## src/rtl/strap_pkg.sv

```systemverilog
package strap_pkg;
  localparam int STRAP_W = 5;
  localparam int IDX_B   = 1;

  typedef struct packed {
    logic active;
    logic sub;
  } tm_t;

  // Test-mode decode: sub-mode only meaningful while active.
  function automatic tm_t tm_decode(input logic c_hi, input logic b_lvl);
    tm_t r;
    r.active = c_hi;
    r.sub    = c_hi & b_lvl;
    return r;
  endfunction

  // Strobe counts as low only after two consecutive low samples.
  function automatic logic qual_low(input logic now_s, input logic prev_s);
    return (~now_s) & (~prev_s);
  endfunction
endpackage

```

## src/rtl/strap_sync.sv

```systemverilog
module strap_sync #(
  parameter int WIDTH  = 7,
  parameter int STAGES = 2,
  parameter logic [WIDTH-1:0] RST_VAL = '0
) (
  input  logic             clk,
  input  logic             rst_n,
  input  logic [WIDTH-1:0] d_in,
  output logic [WIDTH-1:0] d_out
);
  logic [WIDTH-1:0] stg [STAGES];

  always_ff @(posedge clk or negedge rst_n) begin
    if (!rst_n) begin
      for (int i = 0; i < STAGES; i++) stg[i] <= RST_VAL;
    end else begin
      stg[0] <= d_in;
      for (int i = 1; i < STAGES; i++) stg[i] <= stg[i-1];
    end
  end

  assign d_out = stg[STAGES-1];
endmodule

```

## src/rtl/strap_latch.sv

```systemverilog
module strap_latch
  import strap_pkg::*;
#(
  parameter int W = STRAP_W
) (
  input  logic         clk,
  input  logic         rst_n,
  input  logic         pg_sync,
  input  logic [W-1:0] straps_sync,
  input  logic         c_hi_sync,
  output logic [W-1:0] sel_word,
  output logic         locked,
  output logic         test_mode,
  output logic         test_sub,
  output logic         capture_evt
);
  logic pg_d;
  tm_t  tm_next;

  assign tm_next     = tm_decode(c_hi_sync, straps_sync[IDX_B]);
  assign capture_evt = qual_low(pg_sync, pg_d) & (~locked | test_mode);

  always_ff @(posedge clk or negedge rst_n) begin
    if (!rst_n) begin
      pg_d      <= 1'b1;
      sel_word  <= '0;
      locked    <= 1'b0;
      test_mode <= 1'b0;
      test_sub  <= 1'b0;
    end else begin
      pg_d <= pg_sync;
      if (capture_evt) begin
        sel_word  <= straps_sync;
        locked    <= 1'b1;
        test_mode <= tm_next.active;
        test_sub  <= tm_next.sub;
      end
    end
  end
endmodule

```

## src/rtl/strap_capture_ctl.sv

```systemverilog
module strap_capture_ctl
  import strap_pkg::*;
#(
  parameter int W         = STRAP_W,
  parameter int SYNC_DEPTH = 2
) (
  input  logic         clk,
  input  logic         rst_n,
  input  logic [W-1:0] strap_in,
  input  logic         strap_c_hi,
  input  logic         pg_pin,
  output logic [W-1:0] sel_word,
  output logic         cfg_valid,
  output logic         test_mode,
  output logic         test_sub,
  output logic         pwr_down
);
  localparam int SW = W + 2;
  localparam logic [SW-1:0] SYNC_RST = {1'b1, 1'b0, {W{1'b0}}};

  logic [SW-1:0] sync_out;
  logic [W-1:0]  straps_sync;
  logic          c_hi_sync;
  logic          pg_sync;
  logic          locked;
  logic          capture_evt;

  strap_sync #(.WIDTH(SW), .STAGES(SYNC_DEPTH), .RST_VAL(SYNC_RST)) u_sync (
    .clk   (clk),
    .rst_n (rst_n),
    .d_in  ({pg_pin, strap_c_hi, strap_in}),
    .d_out (sync_out)
  );

  assign straps_sync = sync_out[W-1:0];
  assign c_hi_sync   = sync_out[W];
  assign pg_sync     = sync_out[W+1];

  strap_latch #(.W(W)) u_latch (
    .clk         (clk),
    .rst_n       (rst_n),
    .pg_sync     (pg_sync),
    .straps_sync (straps_sync),
    .c_hi_sync   (c_hi_sync),
    .sel_word    (sel_word),
    .locked      (locked),
    .test_mode   (test_mode),
    .test_sub    (test_sub),
    .capture_evt (capture_evt)
  );

  always_ff @(posedge clk or negedge rst_n) begin
    if (!rst_n) cfg_valid <= 1'b0;
    else        cfg_valid <= locked;
  end

  assign pwr_down = cfg_valid & pg_sync;
endmodule

```

## config.mk

```make
export PLATFORM = sky130hd
export DESIGN_NAME = strap_capture_ctl
export DESIGN_NICKNAME = d
export VERILOG_FILES = /design/src/rtl/strap_pkg.sv /design/src/rtl/strap_sync.sv /design/src/rtl/strap_latch.sv /design/src/rtl/strap_capture_ctl.sv
export SDC_FILE = /design/constraint.sdc
export NUM_CORES = 1
export LEC_CHECK = 0
export CORE_MARGIN = 2
export CORE_UTILIZATION = 45
export DETAILED_ROUTE_END_ITERATION = 12
export PLACE_DENSITY_LB_ADDON = 0.12
export SYNTH_ARGS = -nofsm -noshare
export SYNTH_HDL_FRONTEND = slang
export SYNTH_SLANG_ARGS = --single-unit
```

## constraint.sdc

```tcl
create_clock -name clk -period 1.5 [get_ports clk]
set_input_delay 0.45 -clock clk [delete_from_list [all_inputs] [get_ports clk]]
set_output_delay 0.45 -clock clk [all_outputs]
set_load 0.02 [all_outputs]
```

==> impl_results.html <==
<table>
<tr><th>Metric</th><th>Value</th></tr>
<tr><th colspan="2">Power</th></tr>
<tr><td>Internal Dissipation</td><td>0.000846 W</td></tr>
<tr><td>Peak supply drop</td><td>0.736 mV</td></tr>
<tr><td>Seq pwr share</td><td>64.9%</td></tr>
<tr><td>Sw power</td><td>0.000201 W</td></tr>
<tr><td>Standby leakage power</td><td>0.470 nW</td></tr>
<tr><td>Power density over the cells</td><td>1060 nW/um^2</td></tr>
<tr><td>Proportion of power drawn by the clock network</td><td>30.6%</td></tr>
<tr><td>Switching fraction of total power</td><td>19.2%</td></tr>
<tr><td>Share of power burned in combinational logic</td><td>4.5%</td></tr>
<tr><th colspan="2">STA</th></tr>
<tr><td>Slew Viols, Final</td><td>0</td></tr>
<tr><td>Fin crit period</td><td>1.54 ns</td></tr>
<tr><td>Relative slew slack</td><td>81.1%</td></tr>
<tr><td>Worst Max-Slew Pin Slew</td><td>0.283 ns</td></tr>
<tr><td>Worst Skew</td><td>0.00462 ns</td></tr>
<tr><td>PnR worst setup slack</td><td>-0.0400 ns</td></tr>
<tr><td>Unrepaired setup endpoints after global routing</td><td>true</td></tr>
<tr><td>Period Utilization, post-route</td><td>103%</td></tr>
<tr><td>Final setup viols</td><td>1</td></tr>
<tr><td>Number of failing hold endpoints at the final stage</td><td>0</td></tr>
<tr><td>Maximum frequency from static timing analysis</td><td>649 MHz</td></tr>
<tr><td>TNS Setup</td><td>-0.0400 ns</td></tr>
<tr><th colspan="2">Routing</th></tr>
<tr><td>Via density per instance</td><td>4.81</td></tr>
<tr><td>Top routing layer used</td><td>met3</td></tr>
<tr><td>Routed length on met2</td><td>550 um</td></tr>
<tr><td>Met1 wire length</td><td>417 um</td></tr>
<tr><td>First-pass detailed-route iteration total</td><td>2</td></tr>
<tr><td>Number of violations reported at the end of detailed-routing iteration 0</td><td>1</td></tr>
<tr><td>DRC</td><td>0</td></tr>
<tr><td>Antenna-violating nets left</td><td>0</td></tr>
<tr><td>DR vias</td><td>380</td></tr>
<tr><td>Routed length on met3</td><td>50 um</td></tr>
<tr><td>Wirelength, routed</td><td>1020 um</td></tr>
<tr><td>WL/cell</td><td>12.9 um</td></tr>
<tr><th colspan="2">Clock tree</th></tr>
<tr><td>Clock Pin Slew Worst Setup and Hold Paths</td><td>0.12 ns</td></tr>
<tr><td>Sink Count</td><td>24</td></tr>
<tr><td>Clock buffer depth</td><td>2</td></tr>
<tr><td>TritonCTS clock tree</td><td>done</td></tr>
<tr><td>Cell at the root of the clock tree</td><td>clkbuf_4</td></tr>
<tr><td>Worst-Skew Late Latency</td><td>0.30 ns</td></tr>
<tr><td>Number of buffers added by the clock tree synthesis step</td><td>3</td></tr>
<tr><td>Max H-tree Level</td><td>1</td></tr>
<tr><td>Post-CTS Setup Inserts</td><td>0</td></tr>
<tr><th colspan="2">Die</th></tr>
<tr><td>Placeable core region</td><td>1520 um^2</td></tr>
<tr><td>IO Pins</td><td>18</td></tr>
<tr><td>Die X</td><td>44.4 um</td></tr>
<tr><td>Rows</td><td>14</td></tr>
<tr><td>Overall die area</td><td>1970 um^2</td></tr>
<tr><td>Initial core utilization</td><td>48.3%</td></tr>
<tr><td>Floorplan die height</td><td>44.4 um</td></tr>
<tr><th colspan="2">Yosys</th></tr>
<tr><td>Unique masters post-synth</td><td>12</td></tr>
<tr><td>Syn Nets</td><td>48</td></tr>
<tr><td>Simple-gate area share of the yosys netlist</td><td>3.57%</td></tr>
<tr><td>Multiplexer share of the synthesized area</td><td>9.01%</td></tr>
<tr><td>Number of warning messages in the yosys log</td><td>0</td></tr>
<tr><td>Largest cells by area after synthesis</td><td>dfrtp_1 71%, dfstp_2 11%, mux2_2 7.7%</td></tr>
<tr><td>Leading cell type by number of instances after synthesis</td><td>dfrtp_1</td></tr>
<tr><td>Avg Cell Area, Syn</td><td>18.9 um^2</td></tr>
<tr><td>Number of enable-type register cells in the synthesized netlist</td><td>0</td></tr>
<tr><td>Gate Count Post-Synth</td><td>39</td></tr>
<tr><td>#FFs+latches synth</td><td>24</td></tr>
<tr><td>Top cell type by total area after synthesis</td><td>dfrtp_1</td></tr>
<tr><td>Part of the Yosys area used for sequential elements</td><td>82.1%</td></tr>
<tr><td>Async S/R FF share, synth</td><td>100%</td></tr>
<tr><td>Xor and xnor area share after synthesis</td><td>0%</td></tr>
<tr><td>Post-Synthesis Cell Area</td><td>736 um^2</td></tr>
<tr><td>Synth cell count leaders</td><td>21 x dfrtp_1, 5 x mux2_2, 3 x dfstp_2</td></tr>
<tr><td>Fraction of the mapped netlist area in adder cells</td><td>0%</td></tr>
<tr><td>Post-synth top area share</td><td>71.4%</td></tr>
<tr><td>Most used DFF post-synth</td><td>dfrtp_1</td></tr>
<tr><td>Synthesized-area fraction occupied by ao, oa, aoi and oai cells</td><td>4.25%</td></tr>
<tr><td>Dominant combinational cell family by area after synthesis</td><td>multiplexers</td></tr>
<tr><th colspan="2">Critical path</th></tr>
<tr><td>Top Family by Delay on Critical Path</td><td>flip-flops</td></tr>
<tr><td>Crit path DAT</td><td>1.09 ns</td></tr>
<tr><td>Crit Reg-Reg Startpoint</td><td>u_sync.d_out[6]$_DFF_PN1_</td></tr>
<tr><td>Slowest stage cell, crit path</td><td>dfstp_2</td></tr>
<tr><td>Crit-path max FO</td><td>2</td></tr>
<tr><td>Nature of the critical path startpoint</td><td>register</td></tr>
<tr><td>CP Buf/Inv Count</td><td>1</td></tr>
<tr><td>Worst setup EP type</td><td>output port</td></tr>
<tr><td>List of cells traversed by the critical path</td><td>and2_4, buf_6</td></tr>
<tr><td>Required time reported for the critical path endpoint</td><td>1.05 ns</td></tr>
<tr><td>Beginning of the critical path</td><td>u_sync.d_out[6]$_DFF_PN1_</td></tr>
<tr><td>Type of the worst setup path</td><td>reg -&gt; out</td></tr>
<tr><td>Worst path max stage delay</td><td>0.55 ns</td></tr>
<tr><th colspan="2">Finish</th></tr>
<tr><td>NumNets Final</td><td>73</td></tr>
<tr><td>Share of layout cells above drive strength 1</td><td>30.2%</td></tr>
<tr><td>Multi-input combinational cell area</td><td>126 um^2</td></tr>
<tr><td>Diode insertion count for antenna repair</td><td>0</td></tr>
<tr><td>Number of non-filler instances in the completed layout</td><td>79</td></tr>
<tr><td>Layout area overhead</td><td>34.0%</td></tr>
<tr><td>Number of fillers in the final layout</td><td>106</td></tr>
<tr><td>Sequential cell area in the final layout</td><td>604 um^2</td></tr>
<tr><th colspan="2">Global routing</th></tr>
<tr><td>Number of global-route vias before repair</td><td>388</td></tr>
<tr><td>Wire length of the first global-routing pass</td><td>1670 um</td></tr>
<tr><td>Maximum number of pins on one net before global-route repair</td><td>25</td></tr>
<tr><td>Initial antenna violation count</td><td>0</td></tr>
<tr><td>Leftover overflow at the end of global routing</td><td>0</td></tr>
<tr><td>Global Route Usage Sum</td><td>12.4%</td></tr>
<tr><th colspan="2">Placed design</th></tr>
<tr><td>Routability congestion estimate</td><td>0.617</td></tr>
<tr><td>Final HPWL from detailed placement</td><td>758 um</td></tr>
<tr><td>Buffers added on ports</td><td>17</td></tr>
<tr><td>Placed Cells incl. Taps</td><td>75</td></tr>
<tr><th colspan="2">Hold path</th></tr>
<tr><td>Min-Delay Path Class</td><td>reg -&gt; reg</td></tr>
<tr><td>Hold Path Origin</td><td>u_sync.stg[7]$_DFF_PN0_</td></tr>
<tr><th colspan="2">Status</th></tr>
<tr><td>Result of the run</td><td>complete, but fails checks</td></tr>
<tr><td>Failing checks</td><td>negative setup slack</td></tr>
<tr><th colspan="2">Job</th></tr>
<tr><td>Max Cap Violations</td><td>0</td></tr>
</table>
==> per-stage QoR <==
stage / hold WS [ns] / total power (W) / util [%] / area [um^2] / setup slack [ns]
2_1_floorplan: 0.154 / 0.000696 / - / 736 / 0.247
3_3_place_gp: 0.333 / 0.000734 / 62.2 / 948 / -0.148
3_5_place_dp: 0.337 / 0.000739 / 62.2 / 948 / -0.159
4_1_cts: 0.365 / 0.00106 / 63.8 / 972 / -0.0558
5_1_grt: 0.370 / 0.00109 / 64.7 / 986 / -0.0783
6_report: 0.362 / 0.00105 / 64.7 / 986 / -0.0400
==> layer usage <==
layer,global-route usage (%),up-vias
li1,-,176
met1,15.2,190
met2,20.3,14
met3,2.45,0
met4,7.27,0
met5,0,-
==> cells by family after synthesis <==
logic type | after synthesis
flops | 24
mux | 6
simple gates | 4
compound gates | 3
buf+inv | 2
==> layout make-up <==
class	instances	area share (%)
timing repair buffer	20	19.4
multi-input combinational	13	12.8
tap	16	2.03
inverter	2	0.761
sequential	24	61.3
clock buffer	4	3.68
==> state kept, by name (all words and copies together) (netlist names) <==
signal             count
u_latch.test_sub       1
u_sync.stg             7
u_latch.test_mode      1
u_latch.sel_word       5
u_latch.pg_d           1
u_sync.d_out           7
u_latch.locked         1
cfg_valid              1
==> final timing paths <==
kind	to	slack, ns	depth (start not counted)
worst max-delay path	pwr_down	-0.04	2
worst min-delay path	u_sync.d_out[0]$_DFF_PN0_	0.36	0
worst max register to register	u_latch.sel_word[0]$_DFFE_PN0P_	0.19	4
worst min register to register	u_sync.d_out[0]$_DFF_PN0_	0.36	0
max in group asynchronous	u_sync.stg[13]$_DFF_PN1_	0.74	2
min in group asynchronous	cfg_valid$_DFF_PN0_	0.48	2
==> cells in the final DEF (no fill, tap or decap), drive strengths merged <==
cell	n
dfrtp	21
clkdlybuf4s50	8
clkdlybuf4s15	6
mux2	5
clkbuf	4
buf	4
dfstp	3
inv	2
dlygate4sd2	2
o21ai	2
nor2	1
nand2	1
mux2i	1
nor3	1
o32a	1
and2	1
==> power groups by stage <==
stage	clock (W)	sequential, W	combinational [W]
2_1_floorplan	0	0.000690	0.00000591
3_3_place_gp	0	0.000689	0.0000449
3_5_place_dp	0	0.000692	0.0000474
4_1_cts	0.000334	0.000679	0.0000471
5_1_grt	0.000355	0.000682	0.0000540
6_report	0.000320	0.000679	0.0000476
==> worst register-to-register path: stages (launching register included) <==
cell and delay (ns):
dfstp_2 0.55, buf_4 0.14, nor2_4 0.04, o21ai_4 0.11, mux2_2 0.37
==> repair_timing <==
action / in CTS / in global routing
hold buffers: 0 / 0
gates resized for setup: 13 / 8
endpoints found under the setup margin: 9 / 6
No activity file was read; power rests on OpenSTA's default activity.
